`src/rtl/mod6_pkg.sv`:
```
package mod6_pkg;
  typedef enum logic {
    WRAP_AT_LAST  = 1'b0,
    CLEAR_AT_OVER = 1'b1
  } wrap_mode_e;
endpackage

```
`src/rtl/mcnt_incr.sv`:
```
// Toggle-chain incrementer: each bit flips when every lower bit is set.
module mcnt_incr #(
  parameter int W = 3
) (
  input  logic [W-1:0] cur,
  output logic [W-1:0] inc
);
  logic [W:0] carry;

  assign carry[0] = 1'b1;

  for (genvar i = 0; i < W; i++) begin : g_bit
    assign carry[i+1] = carry[i] & cur[i];
    assign inc[i]     = cur[i] ^ carry[i];
  end
endmodule

```
`src/rtl/mcnt_wrap.sv`:
```
// Next-state selection with the two wrap strategies.
module mcnt_wrap import mod6_pkg::*; #(
  parameter int         W         = 3,
  parameter int         MODULUS   = 6,
  parameter wrap_mode_e WRAP_MODE = WRAP_AT_LAST
) (
  input  logic [W-1:0] cur,
  input  logic [W-1:0] inc,
  input  logic         en,
  output logic [W-1:0] nxt,
  output logic         at_last
);
  localparam logic [W-1:0] LAST_V = W'(MODULUS - 1);
  localparam logic [W-1:0] OVER_V = W'(MODULUS);

  assign at_last = (cur == LAST_V);

  if (WRAP_MODE == WRAP_AT_LAST) begin : g_last
    // Detect the last legal value and load zero on the next edge.
    always_comb begin
      if (!en)          nxt = cur;
      else if (at_last) nxt = '0;
      else              nxt = inc;
    end
  end else begin : g_over
    // AND only the bits that are set in the overflow pattern; a hit
    // clears the value before it can be stored.
    logic over_hit;
    assign over_hit = &(inc | ~OVER_V);
    always_comb begin
      if (!en)           nxt = cur;
      else if (over_hit) nxt = '0;
      else               nxt = inc;
    end
  end
endmodule

```
`src/rtl/mcnt_disp.sv`:
```
// One-clock display buffer.
module mcnt_disp #(
  parameter int W = 3
) (
  input  logic         clk,
  input  logic         rst,
  input  logic [W-1:0] cnt,
  output logic [W-1:0] disp
);
  always_ff @(posedge clk) begin
    if (rst) disp <= '0;
    else     disp <= cnt;
  end

  // the display follows the count one clock late
  a_r7_disp_follows: assert property (@(posedge clk) disable iff (rst)
    1'b1 |=> (disp == $past(cnt)));
endmodule

```
`src/rtl/mod6_seq_counter.sv`:
```
module mod6_seq_counter import mod6_pkg::*; #(
  parameter int         MODULUS   = 6,
  parameter wrap_mode_e WRAP_MODE = WRAP_AT_LAST,
  localparam int        CNT_W     = $clog2(MODULUS)
) (
  input  logic             clk,
  input  logic             rst,
  input  logic             cnt_en,
  output logic [CNT_W-1:0] count_q,
  output logic [CNT_W-1:0] disp_q,
  output logic             tc_pulse
);
  localparam logic [CNT_W-1:0] LAST_V = CNT_W'(MODULUS - 1);

  logic [CNT_W-1:0] inc_v;
  logic [CNT_W-1:0] nxt_v;
  logic             at_last;

  mcnt_incr #(.W(CNT_W)) u_incr (
    .cur (count_q),
    .inc (inc_v)
  );

  mcnt_wrap #(.W(CNT_W), .MODULUS(MODULUS), .WRAP_MODE(WRAP_MODE)) u_wrap (
    .cur     (count_q),
    .inc     (inc_v),
    .en      (cnt_en),
    .nxt     (nxt_v),
    .at_last (at_last)
  );

  always_ff @(posedge clk) begin
    if (rst) count_q <= '0;
    else     count_q <= nxt_v;
  end

  assign tc_pulse = at_last & cnt_en;

  mcnt_disp #(.W(CNT_W)) u_disp (
    .clk  (clk),
    .rst  (rst),
    .cnt  (count_q),
    .disp (disp_q)
  );

  // no illegal value is ever stored
  a_r4_legal: assert property (@(posedge clk) disable iff (rst)
    (count_q < CNT_W'(MODULUS)) && (disp_q < CNT_W'(MODULUS)));
  // one step up per enabled edge below the last value
  a_r2_step: assert property (@(posedge clk) disable iff (rst)
    (cnt_en && count_q != LAST_V) |=> (count_q == $past(count_q) + 1'b1));
  // wrap from the last value
  a_r3_wrap: assert property (@(posedge clk) disable iff (rst)
    (cnt_en && count_q == LAST_V) |=> (count_q == '0));
  // hold while disabled
  a_r5_hold: assert property (@(posedge clk) disable iff (rst)
    !cnt_en |=> $stable(count_q));
  // a strobe is always followed by zero
  a_r6_tc_then_zero: assert property (@(posedge clk) disable iff (rst)
    tc_pulse |=> (count_q == '0));
endmodule

```
`config.mk`:
```
export PLATFORM = sky130hd
export DESIGN_NAME = mod6_seq_counter
export DESIGN_NICKNAME = d
export VERILOG_FILES = /design/src/rtl/mod6_pkg.sv /design/src/rtl/mcnt_incr.sv /design/src/rtl/mcnt_wrap.sv /design/src/rtl/mcnt_disp.sv /design/src/rtl/mod6_seq_counter.sv
export SDC_FILE = /design/constraint.sdc
export NUM_CORES = 1
export LEC_CHECK = 0
export BUFFER_PORTS_ARGS = -buffer_cell sky130_fd_sc_hd__buf_2
export CAP_MARGIN = 20
export CORE_AREA = 2 2 39 41
export CTS_CLUSTER_DIAMETER = 80
export DETAILED_ROUTE_END_ITERATION = 10
export DIE_AREA = 0 0 41 43
export PLACE_DENSITY = 0.43
export SYNTH_ARGS = -nofsm -noshare
export SYNTH_HDL_FRONTEND = slang
export SYNTH_SLANG_ARGS = --single-unit
```
`constraint.sdc`:
```
create_clock -name clk -period 1 [get_ports clk]
set_input_delay 0.15 -clock clk [delete_from_list [all_inputs] [get_ports clk]]
set_output_delay 0.15 -clock clk [all_outputs]
set_load 0.05 [all_outputs]
```
; ---- Word level (Yosys, flattened, before mapping)
; Index checks and enable logic that the tools add are counted.
[word_totals]
word_cells = 9
ff_bits = 6
input_bits = 3
[op_classes]
bitwise = 5
mux = 1
n_eq_ne = 1
[op_table]
columns = operator, n
row1 = 3-bit == test (second input constant), 1
row2 = 3-bit two-way mux, 1
row3 = 1-bit bitwise AND, 2
row4 = 1-bit bitwise XOR, 2
row5 = 1-bit inverter, 1

; ---- Longest topological paths before layout
; Gate-level depths: netlist of the first run.
[depth]
word_depth = 3
mapped_depth = 2

; ---- Cells and area by module
; A second synthesis of the first run with hierarchy kept.
[hier_totals]
hier_cells = 24
area_unflattened_um2 = 256.5
[by_module_without_submodules]
columns = mod, area_each_um2, cells_per_inst, seq_area_each_um2, instances
row1 = mod6_seq_counter, 85.1, 7, 60.1, 1
row2 = mcnt_disp, 78.8, 6, 60.1, 1
row3 = mcnt_wrap, 67.6, 8, 0.0, 1
row4 = mcnt_incr, 25.0, 3, 0.0, 1

; ---- Worst setup path after synthesis of the first run
; Ideal clock, no wire load.
[synth_path]
kind = flip-flop to output port
start = reg count_q[0]
end = out tc_pulse
path_slack_ns = -0.474
path_stages_with_launch = 2
arrival_ns = 1.324
path_buffers = 0
cell_sequence = dfxtp_1 -> and4b_1
[synth_between]
elab_chain_len = 2
[synth_lines]
columns = item, line
row1 = "start, declared", mod6_seq_counter.sv:9  ; output logic [CNT_W-1:0] count_q,
row2 = "start signal, assigned", mod6_seq_counter.sv:34  ; else count_q <= nxt_v;
row3 = 3-bit == test, mcnt_wrap.sv:16  ; assign at_last = (cur == LAST_V);
row4 = 1-bit bitwise AND, mod6_seq_counter.sv:37  ; assign tc_pulse = at_last & cnt_en;
row5 = "end, declared", mod6_seq_counter.sv:11  ; output logic tc_pulse
; Every way passes these cells.

; ---- Worst setup path after layout of the first run
[layout_path]
start = reg count_q[1]
end = out tc_pulse
; The elaborated chain is that of the path after synthesis.

==> results of run 1 <==
## logic make-up after synthesis
family	after synthesis	share of synthesized area (%)
simple gates	7	24.85
flops	6	56.81
compound gates	4	14.20
xor+xnor	1	4.143
## cells in the mapped netlist
| cell | n |
|---|---|
| xnor2_1 | 1 |
| nor2b_1 | 3 |
| a21oi_1 | 2 |
| and4b_1 | 1 |
| nand4bb_1 | 1 |
| dfxtp_1 | 6 |
| nor2_1 | 1 |
| a21bo_1 | 2 |
| nand4b_1 | 1 |
## placed cells by master (no fill, tap or decap)
| cell | synthesis | layout |
|---|---|---|
| buf_2 | 0 | 5 |
| nor2b_1 | 3 | 3 |
| clkbuf_4 | 0 | 3 |
| dfxtp_4 | 0 | 3 |
| buf_8 | 0 | 3 |
| buf_6 | 0 | 3 |
| dfxtp_1 | 6 | 3 |
| a21bo_1 | 2 | 2 |
| a21oi_2 | 0 | 2 |
| buf_4 | 0 | 2 |
| and4b_4 | 0 | 1 |
| xnor2_1 | 1 | 1 |
| nor2_1 | 1 | 1 |
| nand4bb_1 | 1 | 1 |
| nand4b_1 | 1 | 1 |
| clkbuf_1 | 0 | 1 |
| buf_12 | 0 | 1 |
## routing by layer
metal  part of all wire (%)  up-vias  track usage (%)
met5                      0        -                0
met4                      0        0            6.000
met3                    9.6        0            4.712
met2                     39        9            7.187
met1                     51       77            9.121
li1                       -       99                -
## layout make-up
| cell class | count | area [µm²] | share of cell area (%) |
|---|---|---|---|
| clock buffer | 4 | 26.28 | 6.269 |
| tap | 16 | 20.02 | 4.776 |
| sequential | 6 | 131.4 | 31.34 |
| multi-input combinational | 12 | 102.6 | 24.48 |
| timing repair buffer | 14 | 138.9 | 33.13 |
## timing repair
item,4_1_cts,5_1_grt
endpoints found under the setup margin,4,6
setup buffers,1,1
gates resized for setup,13,2
pin swaps,0,3
## metrics by stage
step	utilization [%]	instance area [µm²]	power, mW
floorplan	-	226.5	0.3294
global placement	22.69	314.1	0.3646
detailed placement	22.69	314.1	0.3659
CTS	29.20	404.1	0.6565
global route	30.29	419.2	0.6891
finish	30.29	419.2	0.6515
## flip-flops by register name, indices dropped and copies added (netlist names)
signal	cells
u_disp.disp	3
count_q	3
## where the power goes
part	switching, mW	total (mW)	leakage [nW]	internal [mW]
logic	0.0809	0.152	0.110	0.0716
clock network	0.0923	0.244	0.0150	0.151
registers	0.00572	0.255	0.0511	0.249
## how the worst min path moves through the flow
stage	start	endpoint	slack (ns)	depth (start not counted)
CTS	rst	count_q[0]	0.13	2
global placement	rst	count_q[0]	0.39	2
finish	rst	count_q[2]	0.14	2
global route	rst	count_q[2]	0.14	2
floorplan	rst	count_q[1]	0.21	1
detailed placement	rst	count_q[2]	0.38	2
==> results.sh, run 1 <==
export IMPL_status="complete, but fails checks"
export IMPL_violations="negative setup slack"
export IMPL_setup_viol=3
export IMPL_initial_core_util_pct=15.28
export IMPL_hold_path_class="input port to flip-flop"
export IMPL_critPathCaptureType="output pin"
export IMPL_grt_pass1_wl_um=731
export IMPL_drc=0
export IMPL_holdWs_ns=0.1416
export IMPL_critPathCapture="tc_pulse"
export IMPL_worst_pin_slew_ns=0.2488
export IMPL_p_leak_nw=0.1762
export IMPL_antenna_found_initial=0
export IMPL_grt_start_max_net_pins=7
export IMPL_cts_inserted_buffers=3
export IMPL_critPathLaunchType="flip-flop"
export IMPL_fp_dieH_um=43
export IMPL_row_count=14
export IMPL_avgSynthCellArea_um2=11.75
export IMPL_post_route_period_util_pct=118.3
export IMPL_cts_sinks=6
export IMPL_synth_cells=18
export IMPL_yosys_area_top_type="dfxtp_1"
export IMPL_power_density_nw_per_um2=1554
export IMPL_worst_slack_ns=-0.1833
export IMPL_synth_seq_cells=6
export IMPL_cts_buffer_depth=2
export IMPL_cts_max_level=1
export IMPL_numPortBuffers=9
export IMPL_tns_ns=-0.1997
export IMPL_pin_count=10
export IMPL_reg2reg_from="count_q[0]"
export IMPL_ys_types=9
export IMPL_syn_nets=21
export IMPL_ant_nets=0
export IMPL_clk_latency_ns=0.24
export IMPL_reg2reg_depth=4
export IMPL_antenna_cells=0
export IMPL_hold_viol_final=0
export IMPL_critPathMaxStageDelay_ns=0.33
export IMPL_slew_violations=0
export IMPL_cp_num_buf_inv=1
export IMPL_routed_via_density=3.558
export IMPL_layout_min_cycle_time_ns=1.183
export IMPL_startpoint="count_q[1]"
export IMPL_max_cap_viol_count=0
export IMPL_dpl_hpwl_um=327.4
export IMPL_crit_fanout=2
export IMPL_max_freq_mhz=845.1
export IMPL_cts_clk_slew_worst_paths_ns=0.05
export IMPL_netlist_area_um2=211.5
export IMPL_fillers=149
export IMPL_drt_iter0_markers=6
export IMPL_grt_usage_pct=6.956
export IMPL_routed_wl_um=459
export IMPL_cp_depth=2
export IMPL_drive_gt1_share_pct=63.89
export IMPL_synth_top_cell_area_share_pct=56.80
export IMPL_seq_area_frac_synth_pct=56.80
export IMPL_slew_headroom_pct=83.53
export IMPL_die_x_um=41
export IMPL_worstSetupPathType="flip-flop to output pin"
export IMPL_nets=40
export IMPL_rsz0062_at_grt="true"
export IMPL_ys_top_cells_by_area="dfxtp_1 57%, a21bo_1 9.5%, nor2b_1 8.9%, nand4bb_1 5.3%, a21oi_1 4.7%"
export IMPL_required_ns=0.85
export IMPL_slowest_stage="dfxtp_4"
export IMPL_ir_worst_vdd_mv=0.4585
export IMPL_clock_skew_ns=0.003703
export IMPL_clock_root_buffer="clkbuf_4"
export IMPL_coreArea_um2=1384
export IMPL_cts_hold_buffers=0
export IMPL_syn2layout_area_growth_pct=98.22
export IMPL_r2r_end="count_q[2]"
export IMPL_dpl_cell_count=46
export IMPL_grt_pass1_vias=169
export IMPL_cp_top_family="flip-flops"
export IMPL_cts_tree="built"
export IMPL_finalNonFillerCells=52
export IMPL_globalRoute_totalOverflow=0
export IMPL_drtPass1Iterations=2
export IMPL_gp_congestion=0.6584
export IMPL_critPathArrivalTime_ns=1.03
export IMPL_rrSetupSlack_ns=0.05
export IMPL_yosysWarningCount=0
export IMPL_cp_cell_sequence="and4b_4, buf_8"
export IMPL_die_area_um2=1763
export IMPL_num_vias=185
export IMPL_dp_slack_ns=-0.01653
export IMPL_detail_route_wl_per_cell_um=8.827
Note: power is estimated with default switching activity, not from simulation.
==> inputs of run 2 (changes only) <==
--- a/config.mk
+++ b/config.mk
@@ -5,6 +5,7 @@
 export SDC_FILE = /design/constraint.sdc
 export NUM_CORES = 1
 export LEC_CHECK = 0
+export ABC_CLOCK_PERIOD_IN_PS = 1000
 export BUFFER_PORTS_ARGS = -buffer_cell sky130_fd_sc_hd__buf_2
 export CAP_MARGIN = 20
 export CORE_AREA = 2 2 39 41
==> constraint.sdc (replaced) <==
create_clock -name clk -period 1 [get_ports clk]
set_input_delay 0.15 -clock clk [delete_from_list [all_inputs] [get_ports clk]]
set_output_delay 0.15 -clock clk [all_outputs]
set_load 0.01 [all_outputs]
==> run 2 against run 1 <==
The flow still finishes with violations (negative setup slack). Clock-buffer cell count is 1 lower. Setup slack better by 0.13 ns. Register-to-register slack better by 0.08 ns. Sequential share of layout area is 5.8 points higher. Sequential power is 2% higher. Cell area is 17% lower. Flip-flop and latch count stayed put. Die area stayed put. Clock skew is 0.0036 ns lower. Critical path type unchanged.
==> results.sh, run 2 (synthesis results as in run 1) <==
export IMPL_gp_congestion=0.5983
export IMPL_hold_viol_final=0
export IMPL_cts_tree="built"
export IMPL_clock_skew_ns=0.00006731
export IMPL_cts_hold_buffers=0
export IMPL_post_route_period_util_pct=105.3
export IMPL_critPathArrivalTime_ns=0.90
export IMPL_detail_route_wl_per_cell_um=9.571
export IMPL_grt_pass1_vias=171
export IMPL_crit_fanout=2
export IMPL_ir_worst_vdd_mv=0.3922
export IMPL_clock_root_buffer="clkbuf_4"
export IMPL_cp_top_family="flip-flops"
export IMPL_initial_core_util_pct=15.28
export IMPL_die_area_um2=1763
export IMPL_cp_num_buf_inv=1
export IMPL_grt_start_max_net_pins=7
export IMPL_layout_min_cycle_time_ns=1.053
export IMPL_syn2layout_area_growth_pct=63.90
export IMPL_antenna_found_initial=0
export IMPL_seqCellArea_um2=128.9
export IMPL_routed_via_density=3.735
export IMPL_worst_slack_ns=-0.05269
export IMPL_critPathMaxStageDelay_ns=0.31
export IMPL_placed_cell_area_um2=284.0
export IMPL_numPortBuffers=9
export IMPL_nets=38
export IMPL_drc=0
export IMPL_dp_slack_ns=0.1360
export IMPL_max_freq_mhz=950.0
export IMPL_drt_iter0_markers=1
export IMPL_worst_pin_slew_ns=0.1149
export IMPL_p_total_mw=0.5612
export IMPL_grt_usage_pct=6.928
export IMPL_clk_latency_ns=0.24
export IMPL_die_x_um=41
export IMPL_cts_buffer_depth=2
export IMPL_fp_dieH_um=43
export IMPL_ant_nets=0
export IMPL_power_density_nw_per_um2=1619
export IMPL_routed_wl_um=469
export IMPL_row_count=14
export IMPL_max_cap_viol_count=0
export IMPL_drive_gt1_share_pct=54.55
export IMPL_critPathCaptureType="output pin"
export IMPL_cts_sinks=6
export IMPL_required_ns=0.85
export IMPL_violations="negative setup slack"
export IMPL_worstSetupPathType="flip-flop to output pin"
export IMPL_num_vias=183
export IMPL_pin_count=10
export IMPL_cp_cell_sequence="and4b_1, buf_2"
export IMPL_setup_viol=1
export IMPL_final_common_cell="buf_2"
export IMPL_slew_violations=0
export IMPL_layout_cells_most_common_list="7 x buf_2, 3 x nor2b_1, 3 x clkbuf_4, 3 x buf_6, 3 x dfxtp_1"
export IMPL_cts_max_level=1
export IMPL_cts_clk_slew_worst_paths_ns=0.04
export IMPL_p_leak_nw=0.1577
export IMPL_grt_pass1_wl_um=738
export IMPL_hold_path_class="input port to flip-flop"
export IMPL_final_area_um2=346.6
export IMPL_cts_inserted_buffers=3
export IMPL_coreArea_um2=1384
export IMPL_rsz0062_at_grt="true"
export IMPL_multi_input_area_um2=91.34
export IMPL_slew_headroom_pct=92.28
export IMPL_globalRoute_totalOverflow=0
export IMPL_dpl_hpwl_um=299.4
export IMPL_rrSetupSlack_ns=0.13
export IMPL_status="complete, but fails checks"
export IMPL_drtPass1Iterations=2
export IMPL_critPathLaunchType="flip-flop"
export IMPL_slowest_stage="dfxtp_2"
export IMPL_fillers=154
export IMPL_largest_registers="count_q (3), u_disp.disp (3)"
export IMPL_antenna_cells=0
## run 2: changes by cell type in the layout (fill, tap and decap cells not counted), sizes merged
cell	delta
buf	-2
clkbuf	-1
## run 2: repair_timing
item / in CTS / in global routing
resized for setup: 5 / 3
setup buffers: 2 / 0
cloned: 0 / 0
pin swaps: 0 / 0
setup endpoints to repair: 2 / 3
## run 2: path summary, 6_finish.rpt
| path | from | endpoint | cells past startpoint |
|---|---|---|---|
| worst max register to register | count_q[0] | count_q[1] | 3 |
| worst min register to register | count_q[2] | u_disp.disp[2] | 1 |
| worst max-delay path | count_q[1] | tc_pulse | 2 |
| worst min-delay path | rst | count_q[2] | 2 |
## run 2: cell type report
cell class	instances	area share, %
Clock buffer	3	6.498
Sequential cell	6	37.18
Timing Repair Buffer	12	24.19
Multi-Input combinational cell	12	26.35
Tap cell	16	5.776
## run 2: report_power, final
part / internal, mW / total, mW / switching [mW]
clock: 0.136 / 0.219 / 0.0836
sequential: 0.251 / 0.259 / 0.00732
combinational: 0.0489 / 0.0834 / 0.0345
## run 2: stage by stage
stage	setup TNS [ns]	hold slack, ns	util [%]	cells
4_1_cts	-0.06921	0.1333	24.14	49
3_3_place_gp	0	0.4014	20.52	44
5_1_grt	-0.1084	0.1538	25.05	49
2_1_floorplan	0	0.2191	-	18
3_5_place_dp	0	0.4006	20.52	44
6_report	-0.05269	0.1488	25.05	49
## run 2: routing by layer
layer | GRT usage (%) | share of wire (%) | up-vias
li1 | - | - | 95
met3 | 3.141 | 12 | 0
met2 | 7.813 | 40 | 9
met4 | 8.000 | 0 | 0
met1 | 8.360 | 48 | 79
met5 | 0 | 0 | -
==> inputs of run 3 (changes only) <==
--- a/config.mk
+++ b/config.mk
@@ -5,6 +5,7 @@
 export SDC_FILE = /design/constraint.sdc
 export NUM_CORES = 1
 export LEC_CHECK = 0
+export ABC_AREA = 1
 export ABC_CLOCK_PERIOD_IN_PS = 1000
 export BUFFER_PORTS_ARGS = -buffer_cell sky130_fd_sc_hd__buf_2
 export CAP_MARGIN = 20
@@ -13,6 +14,7 @@
 export DETAILED_ROUTE_END_ITERATION = 10
 export DIE_AREA = 0 0 41 43
 export PLACE_DENSITY = 0.43
+export SETUP_SLACK_MARGIN = 0.05
 export SYNTH_ARGS = -nofsm -noshare
 export SYNTH_HDL_FRONTEND = slang
 export SYNTH_SLANG_ARGS = --single-unit
==> run 3 against run 2 <==
The run still ends with negative setup slack left. Register-to-register slack better by 0.07 ns. Synthesized cell count up 50%. Routed wire length decreased by 1.3%. Setup slack improved by 0.037 ns. Worst hold slack worse by 0.046 ns. Critical path depth up 1. First-iteration DRC count grew to 4.0 times the previous value. Sequential power about the same. Via count up 8.2%. Clock-buffer cell count did not move. Sequential share of layout area hardly changed. Power shrank 4.3%. Critical endpoint unchanged.
==> results.sh, run 3 <==
export IMPL_max_freq_mhz=984.9
export IMPL_drive_gt1_share_pct=48.78
export IMPL_holdWs_ns=0.1032
export IMPL_cts_clk_slew_worst_paths_ns=0.04
export IMPL_grt_usage_pct=6.734
export IMPL_met2_usage_pct=8.750
export IMPL_synth_mux_area_share_pct=0
export IMPL_netlist_area_um2=209.0
export IMPL_fillers=164
export IMPL_syn_nets=30
export IMPL_hold_viol_final=0
export IMPL_row_count=14
export IMPL_dpl_hpwl_um=319.4
export IMPL_grt_pass1_vias=189
export IMPL_synth_cells=27
export IMPL_reg2reg_depth=5
export IMPL_ant_nets=0
export IMPL_status="complete, but fails checks"
export IMPL_slew_headroom_pct=93.79
export IMPL_yosysWarningCount=0
export IMPL_initial_core_util_pct=15.10
export IMPL_hold_path_class="input port to flip-flop"
export IMPL_synthAdderAreaFrac_pct=0
export IMPL_detail_route_wl_per_cell_um=8.123
export IMPL_synth_compound_area_share_pct=0
export IMPL_die_area_um2=1763
export IMPL_p_total_mw=0.5373
export IMPL_cts_sinks=6
export IMPL_seq_area_frac_synth_pct=57.49
export IMPL_ys_flop_type="dfxtp_1"
export IMPL_cts_max_level=1
export IMPL_yosys_area_share_simple_pct=33.53
export IMPL_slew_violations=0
export IMPL_critPathCapture="tc_pulse"
export IMPL_antenna_found_initial=0
export IMPL_synth_top_family_by_area="simple AND/OR/NAND/NOR gates"
export IMPL_violations="negative setup slack"
export IMPL_worstSetupPathType="flip-flop to output pin"
export IMPL_rsz0062_at_grt="true"
export IMPL_multi_input_area_um2=75.07
export IMPL_power_density_nw_per_um2=1614
export IMPL_cts_inserted_buffers=3
export IMPL_placed_cell_area_um2=281.5
export IMPL_pin_count=10
export IMPL_critPathCaptureType="output pin"
export IMPL_synth_edf_count=0
export IMPL_coreArea_um2=1384
export IMPL_synth_top_cell_area_share_pct=57.49
export IMPL_grt_util_met3_pct=9.948
export IMPL_critPathLaunchType="flip-flop"
export IMPL_max_cap_viol_count=0
export IMPL_ir_worst_vdd_mv=0.5036
export IMPL_antenna_cells=0
export IMPL_synthXorXnorAreaFrac_pct=0
export IMPL_seqCellArea_um2=123.9
export IMPL_p_leak_nw=0.1761
export IMPL_yosys_area_top_type="dfxtp_1"
export IMPL_drc=0
export IMPL_largest_registers="count_q (3), u_disp.disp (3)"
export IMPL_die_x_um=41
export IMPL_clk_latency_ns=0.24
export IMPL_required_ns=0.85
export IMPL_num_vias=198
export IMPL_nets=46
export IMPL_met1_usage_pct=5.484
export IMPL_drtPass1Iterations=5
export IMPL_ys_types=7
export IMPL_grt_start_max_net_pins=6
export IMPL_setup_viol=1
export IMPL_synth_async_sr_flop_share_pct=0
export IMPL_clock_root_buffer="clkbuf_4"
export IMPL_globalRoute_totalOverflow=0
export IMPL_syn2layout_area_growth_pct=59.28
export IMPL_r2r_end="count_q[1]"
export IMPL_worst_slack_ns=-0.01530
export IMPL_hold_depth=2
export IMPL_routed_via_density=3.474
export IMPL_critPathArrivalTime_ns=0.87
export IMPL_layout_cells_most_common_list="7 x nor2_1, 7 x buf_2, 6 x nand2_1"
export IMPL_cts_hold_buffers=0
export IMPL_synth_most_common_cell="nor2_1"
export IMPL_avgSynthCellArea_um2=7.739
export IMPL_synth_seq_cells=6
export IMPL_crit_fanout=2
export IMPL_clock_skew_ns=0.001965
export IMPL_fp_dieH_um=43
export IMPL_cts_tree="built"
export IMPL_reg2reg_from="count_q[0]"
export IMPL_rrSetupSlack_ns=0.20
export IMPL_gp_congestion=0.7329
export IMPL_worst_pin_slew_ns=0.09286
export IMPL_ys_top_cells_by_area="dfxtp_1 57%, nor2_1 13%, nand2_1 11%, inv_1 9.0%, nand3_2 4.8%"
export IMPL_post_route_period_util_pct=101.5
export IMPL_busiest_layer="met3"
export IMPL_drt_iter0_markers=4
export IMPL_numPortBuffers=9
export IMPL_synth_common_cells="7 x nor2_1, 6 x dfxtp_1, 6 x nand2_1, 5 x inv_1"
export IMPL_startpoint="count_q[0]"
export IMPL_final_area_um2=332.8
export IMPL_routed_wl_um=463
export IMPL_layout_min_cycle_time_ns=1.015
export IMPL_grt_pass1_wl_um=690
export IMPL_cts_buffer_depth=2
-- run 3: logic make-up after synthesis --
kind of cell	count (synthesis)
simple gates	16
buf+inv	5
flops	6
-- run 3: report_power, final --
group | leakage (nW) | switching [mW] | total [mW] | internal, mW
Clock | 0.0138 | 0.0830 | 0.218 | 0.135
Sequential | 0.0502 | 0.00660 | 0.259 | 0.253
Combinational | 0.112 | 0.0323 | 0.0596 | 0.0274
-- run 3: worst min path at each step --
| stage | start | end | slack, ns |
|---|---|---|---|
| 2_1_floorplan | rst | u_disp.disp[0] | 0.22 |
| 3_3_place_gp | rst | u_disp.disp[0] | 0.36 |
| 3_5_place_dp | rst | u_disp.disp[0] | 0.36 |
| 4_1_cts | rst | u_disp.disp[0] | 0.1 |
| 5_1_grt | rst | u_disp.disp[2] | 0.10 |
| 6_report | rst | u_disp.disp[0] | 0.10 |
-- run 3: metal layers --
layer | vias up | part of all wire, %
li1 | 106 | -
met3 | 0 | 18
met5 | - | 0
met2 | 10 | 45
met4 | 0 | 0
met1 | 82 | 36
-- run 3: per-stage QoR --
stage               utilization [%]  std cells  setup WS (ns)  TNS (ns)
floorplan                         -         27         0.1197         0
finish                        24.05         57       -0.01530  -0.01530
CTS                           23.96         57       -0.02314  -0.02314
global placement              20.34         53         0.1898         0
global route                  24.05         57        -0.1103   -0.1151
detailed placement            20.34         53         0.1958         0
-- run 3: critical path: stages, from the launching register on --
cell	delay [ns]
dfxtp_2	0.33
nand3_2	0.09
nor2_1	0.08
buf_2	0.13
-- run 3: repair_timing --
action,in CTS,in global routing
setup buffers,1,0
endpoints found under the setup margin,2,4
cloned,0,0
resized for setup,5,1
-- run 3: area by class of cell --
cell class,count,area share (%)
clock buffer,3,6.767
inverter,5,5.639
timing repair buffer,11,21.80
multi-input combinational,16,22.56
sequential,6,37.22
tap,16,6.015
